===== config.mk =====
export PLATFORM = sky130hd
export DESIGN_NAME = cmp_timer
export DESIGN_NICKNAME = d
export VERILOG_FILES = /design/src/rtl/tmr_pkg.sv /design/src/rtl/tmr_ctrl.sv /design/src/rtl/tmr_datapath.sv /design/src/rtl/cmp_timer.sv
export SDC_FILE = /design/constraint.sdc
export NUM_CORES = 1
export LEC_CHECK = 0
export BUFFER_PORTS_ARGS = -buffer_cell sky130_fd_sc_hd__buf_2
export CAP_MARGIN = 20
export CORE_UTILIZATION = 50
export DETAILED_ROUTE_END_ITERATION = 6
export PLACE_DENSITY = 0.72
export SETUP_SLACK_MARGIN = 0.4
export SYNTH_ARGS = -nofsm -noshare
export SYNTH_HDL_FRONTEND = slang
export SYNTH_SLANG_ARGS = --single-unit

===== constraint.sdc =====
create_clock -name clk -period 6.9 [get_ports clk]
set_input_delay 1.725 -clock clk [delete_from_list [all_inputs] [get_ports clk]]
set_output_delay 1.725 -clock clk [all_outputs]
set_load 0.03 [all_outputs]

===== src/rtl/tmr_pkg.sv =====
package tmr_pkg;
  typedef struct packed {
    logic step;     // advance counter by one
    logic zero;     // load counter with zero
    logic freeRun;  // keep counting through a compare event
  } tmrStrobe_t;

  localparam int CTRL_W   = 9;
  localparam int BIT_EN   = 0;
  localparam int BIT_IE   = 4;
  localparam int BIT_FREE = 8;
endpackage


===== src/rtl/tmr_ctrl.sv =====
module tmr_ctrl
  import tmr_pkg::*;
#(
  parameter int PRE_W  = 8,
  parameter int DATA_W = 16,
  parameter int SYS_DIV = 16
) (
  input  logic              clk,
  input  logic              rstN,
  input  logic              sysTick,
  input  logic              slowTick,
  input  logic              evtIn,
  input  logic              wrCtrl,
  input  logic              wrPre,
  input  logic              wrCnt,
  input  logic              wrStat,
  input  logic              rdStat,
  input  logic [DATA_W-1:0] wrData,
  input  logic              hit,
  output tmrStrobe_t        strobe,
  output logic              statFlag,
  output logic              irq
);
  localparam int DIV_W = $clog2(SYS_DIV);
  localparam logic [DIV_W-1:0] DIV_MAX = DIV_W'(SYS_DIV - 1);

  logic [CTRL_W-1:0] ctrlReg;
  logic [PRE_W-1:0]  preLoad;
  logic [PRE_W-1:0]  preCnt;
  logic [DIV_W-1:0]  divCnt;
  logic              readArmed;
  logic              srcPulse;
  logic              preDone;
  logic [2:0]        srcSel;
  logic              enabled;

  assign srcSel  = ctrlReg[3:1];
  assign enabled = ctrlReg[BIT_EN];

  always_comb begin
    srcPulse = 1'b0;
    if (enabled) begin
      case (srcSel)
        3'd0:    srcPulse = 1'b0;
        3'd1:    srcPulse = sysTick;
        3'd2:    srcPulse = sysTick && (divCnt == DIV_MAX);
        3'd3:    srcPulse = evtIn;
        default: srcPulse = slowTick;
      endcase
    end
  end

  assign preDone        = srcPulse && (preCnt >= preLoad);
  assign strobe.step    = preDone && !wrCnt;
  assign strobe.zero    = wrCnt;
  assign strobe.freeRun = ctrlReg[BIT_FREE];
  assign irq            = statFlag && ctrlReg[BIT_IE];

  always_ff @(posedge clk) begin
    if (!rstN) begin
      ctrlReg <= '0;
      preLoad <= '0;
    end else begin
      if (wrCtrl) ctrlReg <= wrData[CTRL_W-1:0];
      if (wrPre)  preLoad <= wrData[PRE_W-1:0];
    end
  end

  always_ff @(posedge clk) begin
    if (!rstN) begin
      divCnt <= '0;
      preCnt <= '0;
    end else if (wrCnt) begin
      divCnt <= '0;
      preCnt <= '0;
    end else begin
      if (enabled && srcSel == 3'd2 && sysTick)
        divCnt <= (divCnt == DIV_MAX) ? '0 : divCnt + 1'b1;
      if (srcPulse)
        preCnt <= preDone ? '0 : preCnt + 1'b1;
    end
  end

  always_ff @(posedge clk) begin
    if (!rstN) begin
      statFlag  <= 1'b0;
      readArmed <= 1'b0;
    end else if (hit) begin
      statFlag  <= 1'b1;
      readArmed <= 1'b0;
    end else if (wrStat && !wrData[0] && readArmed) begin
      statFlag  <= 1'b0;
      readArmed <= 1'b0;
    end else if (rdStat && statFlag) begin
      readArmed <= 1'b1;
    end
  end

  AST_HIT_SETS_FLAG: assert property (@(posedge clk) disable iff (!rstN)
    hit |=> statFlag);
  AST_CLEAR_NEEDS_READ: assert property (@(posedge clk) disable iff (!rstN)
    $fell(statFlag) |-> $past(readArmed) && $past(wrStat));
  AST_HOLD_PHASE: assert property (@(posedge clk) disable iff (!rstN)
    (!enabled && !wrCnt) |=> $stable(preCnt) && $stable(divCnt));
endmodule


===== src/rtl/tmr_datapath.sv =====
module tmr_datapath
  import tmr_pkg::*;
#(
  parameter int CNT_W  = 16,
  parameter int DATA_W = 16
) (
  input  logic              clk,
  input  logic              rstN,
  input  tmrStrobe_t        strobe,
  input  logic              wrCmp,
  input  logic [DATA_W-1:0] wrData,
  output logic [CNT_W-1:0]  count,
  output logic              hit,
  output logic              cmpPulse
);
  logic [CNT_W-1:0] cmpReg;
  logic [CNT_W:0]   nextWide;
  logic [CNT_W-1:0] nextCnt;

  assign nextWide = {1'b0, count} + 1'b1;
  assign nextCnt  = nextWide[CNT_W-1:0];
  assign hit      = strobe.step && (count < cmpReg) && (nextWide >= {1'b0, cmpReg});

  always_ff @(posedge clk) begin
    if (!rstN) begin
      cmpReg <= '0;
    end else if (wrCmp) begin
      cmpReg <= wrData[CNT_W-1:0];
    end
  end

  always_ff @(posedge clk) begin
    if (!rstN) begin
      count    <= '0;
      cmpPulse <= 1'b0;
    end else begin
      cmpPulse <= hit;
      if (strobe.zero)
        count <= '0;
      else if (strobe.step)
        count <= (hit && !strobe.freeRun) ? '0 : nextCnt;
    end
  end

  AST_RESTART_ZERO: assert property (@(posedge clk) disable iff (!rstN)
    (hit && !strobe.freeRun) |=> count == '0);
  AST_HOLD_COUNT: assert property (@(posedge clk) disable iff (!rstN)
    (!strobe.step && !strobe.zero) |=> $stable(count));
  AST_ZERO_CMP_QUIET: assert property (@(posedge clk) disable iff (!rstN)
    (cmpReg == '0) |-> !hit);
  AST_FREE_ADVANCE: assert property (@(posedge clk) disable iff (!rstN)
    (strobe.step && strobe.freeRun && !strobe.zero) |=> count == $past(count) + 1'b1);
endmodule


===== src/rtl/cmp_timer.sv =====
module cmp_timer
  import tmr_pkg::*;
#(
  parameter int CNT_W   = 16,
  parameter int PRE_W   = 8,
  parameter int DATA_W  = 16,
  parameter int SYS_DIV = 16,
  parameter logic [1:0] CASCADE_CODE = 2'b11
) (
  input  logic              clk,
  input  logic              rstN,
  input  logic              sysTick,
  input  logic              slowTick,
  input  logic              evtIn,
  input  logic [1:0]        cascadeSel,
  input  logic              wrCtrl,
  input  logic              wrPre,
  input  logic              wrCmp,
  input  logic              wrCnt,
  input  logic              wrStat,
  input  logic              rdStat,
  input  logic [DATA_W-1:0] wrData,
  output logic [CNT_W-1:0]  count,
  output logic              statFlag,
  output logic              irq,
  output logic              cmpPulse,
  output logic              cascadeOut
);
  tmrStrobe_t strobe;
  logic       hit;

  tmr_ctrl #(.PRE_W(PRE_W), .DATA_W(DATA_W), .SYS_DIV(SYS_DIV)) uCtrl (
    .clk(clk), .rstN(rstN), .sysTick(sysTick), .slowTick(slowTick), .evtIn(evtIn),
    .wrCtrl(wrCtrl), .wrPre(wrPre), .wrCnt(wrCnt), .wrStat(wrStat), .rdStat(rdStat),
    .wrData(wrData), .hit(hit), .strobe(strobe), .statFlag(statFlag), .irq(irq)
  );

  tmr_datapath #(.CNT_W(CNT_W), .DATA_W(DATA_W)) uPath (
    .clk(clk), .rstN(rstN), .strobe(strobe), .wrCmp(wrCmp), .wrData(wrData),
    .count(count), .hit(hit), .cmpPulse(cmpPulse)
  );

  assign cascadeOut = cmpPulse && (cascadeSel == CASCADE_CODE);

  AST_CASCADE_GATE: assert property (@(posedge clk) disable iff (!rstN)
    cascadeOut |-> $past(hit));
endmodule


# After elaboration in Yosys (flattened, before gate mapping)
# Index checks and enable logic that the tools add are counted.
[totals]
input_bits = 29
wordCells = 48
regBits = 64
out_inout_bits = 20
[classes]
muxes = 7
n_lt_le_gt_ge = 3
addsub = 3
bitwise_logic = 1
n_reduce_logical = 20
n_eq_ne = 5
[op_table]
columns = ["cell", "n"]
rows = [
  ["adder 16 x 1 -> 17 bit (second input constant)", 1],
  ["greater-or-equal comparator 17 x 16 -> 1 bit", 1],
  ["< comparator 16 bit", 1],
  ["two-way mux 16 bit", 1],
  ["logical AND 1 bit", 13],
  ["adder 8 x 1 -> 8 bit (second input constant)", 1],
  ["greater-or-equal comparator 8 bit", 1],
  ["two-way mux 8 bit", 1],
  ["== test 3 x 2 -> 1 bit (second input constant)", 2],
  ["adder 4 x 1 -> 4 bit (second input constant)", 1],
  ["== test 4 bit (second input constant)", 1],
  ["two-way mux 4 bit", 1],
  ["case mux 1 bit (4 select lines)", 1],
  ["== test 3 x 1 -> 1 bit (second input constant)", 1],
  ["zero test 1 bit", 3],
  ["zero test 3 bit", 1],
  ["two-way mux 1 bit", 3],
  ["OR reduction 3 bit", 1],
  ["== test 2 bit (second input constant)", 1],
  ["nonzero test 2 bit", 1],
  ["OR reduction 2 bit", 1],
  ["inverter 1 bit", 1],
]

# Depth between registers and ports, before layout
# Gate-level depths: netlist of run 1.
[depth]
word_depth = 10
depth_mapped = 14
depth_no_buf = 13

# Cells and area by module
# A second synthesis of run 1 with hierarchy kept.
[hier_totals]
cells_unflattened = 422
area_unflattened_um2 = 3860.0
[by_module_without_submodules]
columns = ["mod", "area_each_um2", "instances", "cells_each"]
rows = [
  ["tmr_datapath", 2326.0, 1, 261],
  ["tmr_ctrl", 1527.7, 1, 160],
  ["cmp_timer", 6.3, 1, 1],
]

# Worst setup path before layout of run 1
# OpenSTA, ideal clock, no wires.
[synth_path]
kind = "input -> output"
start = "input cascadeSel[0]"
end = "output cascadeOut"
stages = 1
path_buffers = 0
path_slack_ns = 3.138
arrival_ns = 2.037
required_ns = 5.175
path_cell_list = "and3_1"
[synth_between]
elab_chain_cells = 2
[synth_rtl]
columns = ["element", "line", "source"]
rows = [
  ["from (decl)", "cmp_timer.sv:15", "input logic [1:0] cascadeSel,"],
  ["== test 2 bit", "cmp_timer.sv:43", "assign cascadeOut = cmpPulse && (cascadeSel == CASCADE_CODE);"],
  ["logical AND 1 bit", "cmp_timer.sv:43", ""],
  ["to (decl)", "cmp_timer.sv:27", "output logic cascadeOut"],
]
# No other way between the ends.

# Worst setup path in the final report of run 1
# Ends and elaborated chain as after synthesis.

==> run_results.csv, run 1 <==
group,metric,value,unit
timing,tightest_slew,1.050,ns
layout,fin_area,4220,um2
logic_synthesis,netlist_instances,414,
place,placedInstanceArea,4068,um2
power_and_ir_drop,irDropWorstVdd,0.1148,mV
timing,rsz0062_at_grt,"false",
setup_path,end_kind,"output port",
clock_network,root_buffer,"clkbuf_8",
power_and_ir_drop,p_total,717.1,uW
logic_synthesis,ys_ff_latch,61,
power_and_ir_drop,p_seq_share,51.8,%
power_and_ir_drop,clkPwrFrac,37.5,%
die,dieArea,7917,um2
min_path,min_path_type,"flop to flop",
clock_network,cts_hold_buf,0,
timing,hold-worst-slack,0.4995,ns
timing,maxSlewViolCount,0,
drt,ant_nets,0,
power_and_ir_drop,power.share.combinational,10.8,%
drt,drc,0,
power_and_ir_drop,p_int,526.2,uW
timing,setup_viol,0,
setup_path,critPathMaxFanout,1,
logic_synthesis,synthDominantCellAreaShare,32.29,%
min_path,min_to,"uCtrl.divCnt[3]$_SDFFE_PP0P_",
drt,drt-wirelength-per-cell,14.34,um
setup_path,cp-start-kind,"input port",
clock_network,insertion_delay,0.34,ns
global_routing,grt_pass1_vias,2911,
power_and_ir_drop,power_density,169.9,nW/um2
logic_synthesis,async_flop_share,0,%
power_and_ir_drop,p_sw_share,26.62,%
global_routing,busiest_layer,"met2",
clock_network,numCtsBuffers,9,
clock_network,cts.sinks,61,
global_routing,grt_use_met3,4.524,%
clock_network,clk_path_buf_depth,2,
timing,fmax,0.2593,GHz
drt,dr.pass1.iters,4,
place,place_worst_setup_slack,3.046,ns
min_path,min_from,"uCtrl.divCnt[3]$_SDFFE_PP0P_",
power_and_ir_drop,p_leak,1.841,nW
min_path,holdPathStages,2,
global_routing,met2_usage,35.73,%
logic_synthesis,synth_edf_count,0,
logic_synthesis,synth.largest_area_cell,"dfxtp_1",
global_routing,grtUsageTotal,22.17,%
setup_path,r2r_cells,13,
timing,period_minus_slack,3.856,ns
die,fp.dieH,88.98,um
drt,viasPerCell,5.422,
place,dp.cells,546,
setup_path,arrival,2.13,ns
logic_synthesis,ys_top_cells_by_area,"dfxtp_1 (32%), ha_1 (14%), mux2i_1 (8.5%)",
logic_synthesis,synth_ff_type,"dfxtp_1",
setup_path,criticalPathCategory,"input port to output port",
die,io_pins,49,
die,initial_core_util,51.87,%
logic_synthesis,syn_nets,486,
run,cap_violations,0,
logic_synthesis,yosys_warnings,0,
setup_path,r2r_start,"uPath.count[0]$_SDFFE_PP0P_",
die,core,7292,um2
setup_path,timing.rr.end,"uCtrl.statFlag$_SDFFE_PN0P_",
timing,fin_crit_sh,55.89,%
clock_network,post_cts_buffers,0,
clock_network,cts-htree-levels,3,
layout,syn2layout_area_growth,11.58,%
layout,utilization,57.88,%
timing,hold_viol_final,0,
drt,first_iter_violations,102,
timing,setup_slack,3.044,ns
setup_path,r2r_slack,3.43,ns
logic_synthesis,netlist_area,3782,um2
global_routing,antenna_found_initial,0,
place,finalWeightedCongestion,0.8305,
global_routing,grt_max_degree,36,
power_and_ir_drop,p_sw,190.9,uW
place,numPortBuffers,48,
setup_path,cp.required,5.18,ns
layout,stdcell_count,562,
clock_network,ctsResizeCount,0,
die,die_x,88.98,um
logic_synthesis,postSynthAreaPerCell,9.136,um2
layout,diodes,0,
drt,vias,3047,
clock_network,cts.clk_slew.worst_paths,0.06,ns
run_status,status,"completed",
layout,nets,530,
layout,drive_above_1_share,18.79,%
global_routing,grt_pass1_wl,13480,um
global_routing,overflow,0,
logic_synthesis,yosysSeqAreaShare,32.29,%
setup_path,startpoint,"cascadeSel[0]",
global_routing,grtUsageMet1,29.68,%
timing,slew_headroom,30.01,%
timing,skew,0.004909,ns
timing,setup_tns,0,ns
clock_network,cts_tree,"yes",
logic_synthesis,synth_cell_type_count,50,
place,hpwl,5958,um
drt,routed_wl,8061,um
die,rows,31,
[cells in the final DEF (no fill, tap or decap), types with 2 or more instances in the layout]
master	count
and3_1	6
nand2b_1	4
clkbuf_1	5
nand4_1	11
nor3_1	4
clkbuf_8	9
mux2i_1	32
inv_1	30
a21oi_2	8
buf_2	48
o21ai_0	7
a21o_1	6
clkinv_2	2
nand3_1	15
and2_1	3
nor3_2	2
xnor2_1	9
dfxtp_1	61
o211ai_2	8
nor2b_1	32
nand2_1	36
xor2_1	11
a21oi_1	18
a211oi_1	3
ha_1	43
nor2_1	16
o211ai_1	11
[synth_stat cells (2+ instances only)]
cell      number
a211oi_1       3
a21o_1         6
a21oi_1       18
a21oi_2        8
and2_1         3
and3_1         6
buf_2          3
buf_4          2
clkbuf_1       9
dfxtp_1       61
ha_1          43
inv_1         30
mux2i_1       32
nand2_1       36
nand2b_1       4
nand3_1       15
nand4_1       11
nor2_1        16
nor2b_1       32
nor3_1         4
nor3_2         2
o211ai_1      11
o211ai_2       8
o21ai_0        7
xnor2_1        9
xor2_1        11
[worst max-delay path: stages]
cell    delay (ns)
buf_2         0.09
and3_1        0.14
buf_2         0.17
[cell type report]
cell class | instances | area [um2]
fillers | 681 | 3072
multi-input cells | 308 | 2370
well taps | 99 | 123.9
inverters | 30 | 112.6
clock inverters | 2 | 10.01
repair buffers | 48 | 240.2
flip-flops and latches | 61 | 1221
clock buffers | 14 | 142.6
[flip-flops by register name, indices dropped and copies added (netlist names)]
signal	cells
uPath.cmpReg	16
uPath.count	16
uCtrl.preCnt	8
uCtrl.preLoad	8
uCtrl.ctrlReg	6
uCtrl.divCnt	4
uCtrl.readArmed	1
uCtrl.statFlag	1
uPath.cmpPulse	1
[metal layers]
layer | wire, um | vias up
met2 | 3637 | 61
li1 | - | 1547
met1 | 4022 | 1432
met3 | 315 | 7
met5 | 0 | -
met4 | 87 | 0
[power groups by stage]
| stage | Sequential [mW] | Clock [mW] | Combinational, mW |
|---|---|---|---|
| floorplan | 0.375 | 0 | 0.0580 |
| global placement | 0.378 | 0 | 0.0750 |
| detailed placement | 0.379 | 0 | 0.0775 |
| CTS | 0.371 | 0.274 | 0.0777 |
| global route | 0.372 | 0.288 | 0.0857 |
| finish | 0.371 | 0.269 | 0.0771 |
[worst max-delay path by stage]
stage / cells after the start / slack, ns / endpoint
after global routing: 3 / 3.03 / cascadeOut
after global placement: 3 / 3.05 / cascadeOut
after CTS: 3 / 3.04 / cascadeOut
after detailed placement: 3 / 3.05 / cascadeOut
after floorplan: 1 / 3.14 / cascadeOut
final: 3 / 3.04 / cascadeOut
[cell families after synthesis]
group           share of synthesized area [%]
simple gates                            18.99
compound gates                          15.61
flops                                   32.29
buf+inv                                 5.061
fa+ha+maj                               14.22
mux                                     8.766
xor+xnor                                5.061
No activity file was read; power rests on OpenSTA's default activity.
==> run 2, diff against run 1 <==
Settings changed: PLACE_DENSITY 0.72 to 0.74.
Clock period 6.9 ns to 3.45 ns, I/O delays scaled along.
==> run 2 against run 1 <==
  * Die area is the same
  * Largest power group unchanged
  * Hold slack worse by 0.0037 ns
  * Power is 120% higher
  * Via count up 5.3%
  * Clock power rose by 140%
  * Combinational power is 120% higher
  * Non-clock buffer count rose by 16
  * Register-to-register slack lost 2.9 ns
  * Cell count increased by 2.7%
  * First-iteration DRC count increased by 33%
  * Highest routed layer unchanged
  * Largest cell class unchanged
  * Critical path depth rose by 11
==> run_results.csv, run 2 (same netlist as run 1, synthesis figures left out) <==
group,metric,value,unit
power_and_ir_drop,power_density,339.4,nW/um2
global_routing,grtUsageTotal,23.61,%
die,rows,31,
die,dieArea,7917,um2
clock_network,clk_path_buf_depth,2,
setup_path,cp-start-kind,"flop",
global_routing,grt_use_met3,4.709,%
drt,routed_wl,9106,um
timing,maxSlewViolCount,0,
setup_path,r2r_cells,14,
global_routing,antenna_found_initial,0,
place,hpwl,6448,um
setup_path,cpMaxStageDelayCell,"dfxtp_4",
global_routing,busiest_layer,"met2",
drt,ant_nets,0,
setup_path,crit_chain,"nand3_4 -> nor3_4 -> and3_4 -> nand3_2 -> xnor2_1 -> ha_1 -> nand4_1 -> nor2_2 -> o31ai_2 -> a41oi_2 -> o211ai_4 -> buf_12 -> o211ai_1 -> a21oi_1",
timing,setup_viol,0,
layout,mostFrequentLayoutCells,"dfxtp_1 (52), buf_2 (48), ha_1 (42)",
global_routing,overflow,0,
clock_network,cts_tree,"yes",
power_and_ir_drop,p_leak,2.052,nW
clock_network,cts.sinks,61,
clock_network,root_buffer,"clkbuf_8",
setup_path,critPathMaxFanout,6,
clock_network,cts.clk_slew.worst_paths,0.07,ns
clock_network,numCtsBuffers,9,
min_path,min_path_type,"flop to flop",
die,fp.dieH,88.98,um
drt,first_iter_violations,136,
layout,drive_above_1_share,28.03,%
setup_path,end_kind,"flop",
min_path,min_to,"uCtrl.divCnt[3]$_SDFFE_PP0P_",
timing,period_minus_slack,2.965,ns
timing,hold_viol_final,0,
setup_path,r2r_start,"uPath.count[7]$_SDFFE_PP0P_",
layout,seqCellArea,1252,um2
setup_path,r2r_slack,0.49,ns
min_path,holdPathStages,2,
die,io_pins,49,
min_path,min_from,"uCtrl.divCnt[3]$_SDFFE_PP0P_",
setup_path,criticalPathCategory,"flop to flop",
die,die_x,88.98,um
global_routing,grt_pass1_wl,14260,um
layout,utilization,63.09,%
setup_path,max_stage_delay,0.40,ns
die,initial_core_util,51.87,%
timing,fin_crit_sh,85.93,%
timing,tightest_slew,0.8453,ns
setup_path,timing.rr.end,"uPath.count[15]$_SDFFE_PP0P_",
place,finalWeightedCongestion,0.9066,
global_routing,grtUsageMet1,31.43,%
layout,multiInputGateArea,2509,um2
layout,nets,546,
run,cap_violations,0,
timing,setup_tns,0,ns
run_status,status,"completed",
setup_path,arrival,3.17,ns
place,numPortBuffers,48,
layout,syn2layout_area_growth,21.63,%
layout,diodes,0,
drt,drc,0,
global_routing,met2_usage,37.83,%
clock_network,cts-htree-levels,3,
drt,dr.pass1.iters,4,
layout,final_common_cell,"dfxtp_1",
drt,viasPerCell,5.560,
timing,rsz0062_at_grt,"true",
power_and_ir_drop,irDropWorstVdd,0.2380,mV
timing,fmax,0.3373,GHz
layout,fillers,624,
global_routing,grt_pass1_vias,3046,
timing,slew_headroom,43.57,%
clock_network,insertion_delay,0.34,ns
die,core,7292,um2
drt,drt-wirelength-per-cell,15.78,um
global_routing,grt_max_degree,34,
layout,reg.largest.list,"uPath.cmpReg x16, uPath.count x16",
timing,skew,0.005831,ns
drt,vias,3208,
setup_path,cp.required,3.65,ns
-- run 2: cell types whose count changed in the layout (fill, tap and decap cells not counted), sizes merged --
cell      before  now
buf           48   63
clkbuf        14   13
bufinv         0    1
clkinvlp       0    2
clkinv         2    0
-- run 2: metal layers --
metal	wire (um)	vias to the layer above
met3	531	17
met1	4206	1520
met4	120	0
li1	-	1582
met2	4248	89
met5	0	-
-- run 2: what timing repair did --
item,CTS,global route
gates cloned,0,1
buffers inserted,1,10
pin swaps,2,15
hold buffers,0,0
gates resized for setup,12,31
endpoints found under the setup margin,14,19
-- run 2: worst max-delay path by stage --
stage,slack [ns],cells after the start,from,to
floorplan,0.41,14,uPath.count[6]$_SDFFE_PP0P_,uPath.count[13]$_SDFFE_PP0P_
global placement,0.38,14,uPath.count[0]$_SDFFE_PP0P_,uPath.count[11]$_SDFFE_PP0P_
detailed placement,0.23,14,uPath.count[0]$_SDFFE_PP0P_,uPath.count[11]$_SDFFE_PP0P_
CTS,0.41,14,uPath.count[0]$_SDFFE_PP0P_,uPath.count[11]$_SDFFE_PP0P_
global route,0.33,14,uPath.count[7]$_SDFFE_PP0P_,uPath.count[12]$_SDFFE_PP0P_
finish,0.49,14,uPath.count[7]$_SDFFE_PP0P_,uPath.count[15]$_SDFFE_PP0P_
-- run 2: per-stage QoR --
stage               instance area [um2]  std cells  power (mW)  hold slack (ns)  setup WS [ns]
global placement                   4101        550      0.9092           0.4681         0.3820
detailed placement                 4101        550      0.9148           0.4859         0.2267
floorplan                          3786        414      0.8657           0.4584         0.4143
CTS                                4354        566       1.568           0.4972         0.4099
finish                             4601        577       1.561           0.4958         0.4853
global route                       4601        577       1.624           0.5182         0.3343
-- run 2: power breakdown --
| group | internal [mW] | switching [mW] |
|---|---|---|
| sequential | 0.719 | 0.0171 |
| combinational | 0.0758 | 0.0941 |
| clock | 0.369 | 0.286 |
-- run 2: layout make-up --
cell class	count	share of cell area [%]
Multi-Input combinational cell	308	54.53
Sequential cell	61	27.22
Timing Repair Buffer	64	8.757
Clock buffer	12	3.372
Tap cell	99	2.692
Inverter	30	2.448
Clock inverter	3	0.9791
-- run 2: worst max-delay path, delay by kind of cell (launching register included) --
kind | cells | cell delay, ns
and+or+nand+nor | 6 | 1.03
xor gates and xnor gates | 1 | 0.16
adders and majority gates | 1 | 0.30
AOI/OAI and AO/OA | 5 | 0.73
DFF | 1 | 0.40
buffers and inverters | 1 | 0.19
==> run 3, diff against run 2 <==
Settings changed: SYNTH_HIERARCHICAL set to 1.
==> run 3 against run 2 <==
  * Synthesized cell count grew 1.9%
  * Combinational power shrank 2%
  * Via count is essentially flat
  * Non-clock buffer count grew 2
  * Utilization shrank 0.72 points
  * Hold slack gained 0.024 ns
  * Wire length shrank 1.0%
  * Die area grew 2.0%
  * Sequential share of layout area shrank 0.33 points
  * Synthesized area grew 2.1%
  * Final area is essentially flat
  * Global-route usage shrank 0.28 points
  * Critical path type unchanged
  * Highest routed layer unchanged
==> run_results.csv, run 3 <==
group,metric,value,unit
logic_synthesis,synthDominantCellAreaShare,31.64,%
logic_synthesis,async_flop_share,0,%
timing,fin_crit_sh,87.39,%
layout,seqCellArea,1236,um2
logic_synthesis,synth_xor_area_share,7.261,%
timing,fmax,0.3317,GHz
setup_path,end_kind,"flop",
die,io_pins,49,
clock_network,clk_path_buf_depth,2,
drt,viasPerCell,5.471,
timing,tightest_slew,0.7443,ns
setup_path,cp-start-kind,"flop",
clock_network,insertion_delay,0.35,ns
logic_synthesis,synth_ff_type,"dfxtp_1",
drt,routed_wl,9014,um
clock_network,root_buffer,"clkbuf_8",
layout,reg.largest.list,"uPath/cmpReg x16, uPath/count x16",
layout,final_common_cell,"dfxtp_1",
place,placedInstanceArea,4189,um2
power_and_ir_drop,p_total,1.625,mW
place,finalWeightedCongestion,0.9133,
run,cap_violations,0,
logic_synthesis,yosys_warnings,6,
logic_synthesis,synth-simple-area-share,23.60,%
die,initial_core_util,52.38,%
logic_synthesis,yosysSeqAreaShare,31.64,%
global_routing,grt_max_degree,35,
logic_synthesis,netlist_area,3860,um2
logic_synthesis,ys_top_cells_by_area,"dfxtp_1 (32%), ha_1 (14%), mux2i_1 (8.3%)",
logic_synthesis,synth.largest_area_cell,"dfxtp_1",
layout,multiInputGateArea,2512,um2
logic_synthesis,synth_top_family_by_area,"simple AND/OR/NAND/NOR gates",
layout,fin_area,4597,um2
min_path,min_path_type,"flop to flop",
setup_path,critPathMaxFanout,8,
clock_network,cts_tree,"yes",
timing,skew,0.008301,ns
clock_network,cts_hold_buf,0,
global_routing,antenna_found_initial,0,
global_routing,grtUsageTotal,23.32,%
place,numPortBuffers,48,
power_and_ir_drop,p_leak,2.045,nW
clock_network,cts-htree-levels,3,
run_status,status,"completed",
clock_network,numCtsBuffers,9,
logic_synthesis,postSynthAreaPerCell,9.147,um2
place,dp.cells,558,
logic_synthesis,netlist_instances,422,
die,rows,31,
logic_synthesis,synth_compound_area_share,9.724,%
layout,syn2layout_area_growth,19.09,%
timing,maxSlewViolCount,0,
layout,nets,554,
timing,rsz0062_at_grt,"true",
layout,utilization,62.38,%
drt,vias,3206,
global_routing,grt_pass1_vias,3138,
die,die_x,89.86,um
die,fp.dieH,89.86,um
place,hpwl,6310,um
timing,period_minus_slack,3.015,ns
drt,first_iter_violations,149,
global_routing,overflow,0,
layout,stdcell_count,586,
global_routing,grt_pass1_wl,15080,um
drt,ant_nets,0,
setup_path,arrival,3.21,ns
logic_synthesis,synth_edf_count,0,
layout,drive_above_1_share,24.23,%
layout,mostFrequentLayoutCells,"dfxtp_1 (53), buf_2 (48), ha_1 (42)",
power_and_ir_drop,power_density,353.5,nW/um2
power_and_ir_drop,irDropWorstVdd,0.2619,mV
timing,setup_tns,0,ns
timing,slew_headroom,50.38,%
setup_path,r2r_slack,0.44,ns
timing,hold_viol_final,0,
setup_path,cp.required,3.64,ns
layout,fillers,624,
die,core,7370,um2
logic_synthesis,synthTopCellsByCount,"dfxtp_1 (61), ha_1 (43), nor2b_1 (35), mux2i_1 (32), nand2_1 (31)",
logic_synthesis,synth_mux_area_share,8.590,%
clock_network,cts.clk_slew.worst_paths,0.07,ns
drt,drc,0,
logic_synthesis,syn_nets,494,
logic_synthesis,synth_most_common_cell,"dfxtp_1",
setup_path,criticalPathCategory,"flop to flop",
logic_synthesis,ys_ff_latch,61,
die,dieArea,8075,um2
timing,setup_viol,0,
drt,drt-wirelength-per-cell,15.38,um
clock_network,cts.sinks,61,
layout,diodes,0,
drt,dr.pass1.iters,4,
logic_synthesis,synth_cell_type_count,59,
logic_synthesis,synth_fa_ha_area_share,13.94,%
==> run 3: layer usage <==
layer	global-route usage, %	up-vias	share of wire [%]
met3	4.061	12	4.7
met5	0	-	0
met2	38.01	97	48
met1	29.65	1499	46
met4	11.83	0	1.9
li1	-	1598	-
==> run 3: layout make-up <==
type / instances / share of cell area (%)
Clock inverter: 4 / 1.524
Timing Repair Buffer: 66 / 8.410
Clock buffer: 12 / 3.375
Inverter: 30 / 2.450
Sequential cell: 61 / 26.89
Multi-Input combinational cell: 314 / 54.65
Tap cell: 99 / 2.695
==> run 3: cells by family (layout without fill, tap and decap cells) <==
group           Yosys count  in the layout
buf+inv                  47            112
compound gates           45             45
flops                    61             61
simple gates            161            161
mux                      33             33
fa+ha+maj                43             43
xor+xnor                 32             32
==> run 3: what timing repair did <==
action | 4_1_cts | 5_1_grt
gates cloned | 1 | 0
pin swaps | 5 | 10
setup buffers | 7 | 4
endpoints found under the setup margin | 19 | 17
gates resized for setup | 11 | 16
==> run 3: final timing paths <==
| kind | from | to | cells past startpoint |
|---|---|---|---|
| min reg2reg | uPath/cmpReg[13]$_SDFFE_PN0P_ | uPath/cmpReg[13]$_SDFFE_PN0P_ | 2 |
| min | uPath/cmpReg[13]$_SDFFE_PN0P_ | uPath/cmpReg[13]$_SDFFE_PN0P_ | 2 |
| max | uPath/count[1]$_SDFFE_PP0P_ | uPath/count[4]$_SDFFE_PP0P_ | 12 |
| max reg2reg | uPath/count[1]$_SDFFE_PP0P_ | uPath/count[4]$_SDFFE_PP0P_ | 12 |
==> run 3: where the power goes <==
group          switching [mW]  internal, mW  leakage, nW
registers              0.0130         0.724        0.502
logic                  0.0895        0.0766         1.43
clock network           0.279         0.444        0.116
==> run 3: critical path, cell delays in order, from the launching register on <==
cell and delay, ns:
dfxtp_4 0.37, ha_4 0.16, nand3_2 0.12, nor2_2 0.17, nand2_1 0.08, xnor2_1 0.13
ha_1 0.30, and4_1 0.22, o311ai_1 0.14, a2111o_1 0.48, a2111oi_4 0.41, buf_6 0.20
nor3_1 0.07
==> run 3: metrics by stage <==
stage / hold slack, ns / setup slack (ns)
after floorplan: 0.4706 / 0.4078
after global placement: 0.4984 / 0.2811
after detailed placement: 0.5051 / 0.1342
after CTS: 0.5212 / 0.4147
after global routing: 0.5394 / 0.3165
final: 0.5203 / 0.4350
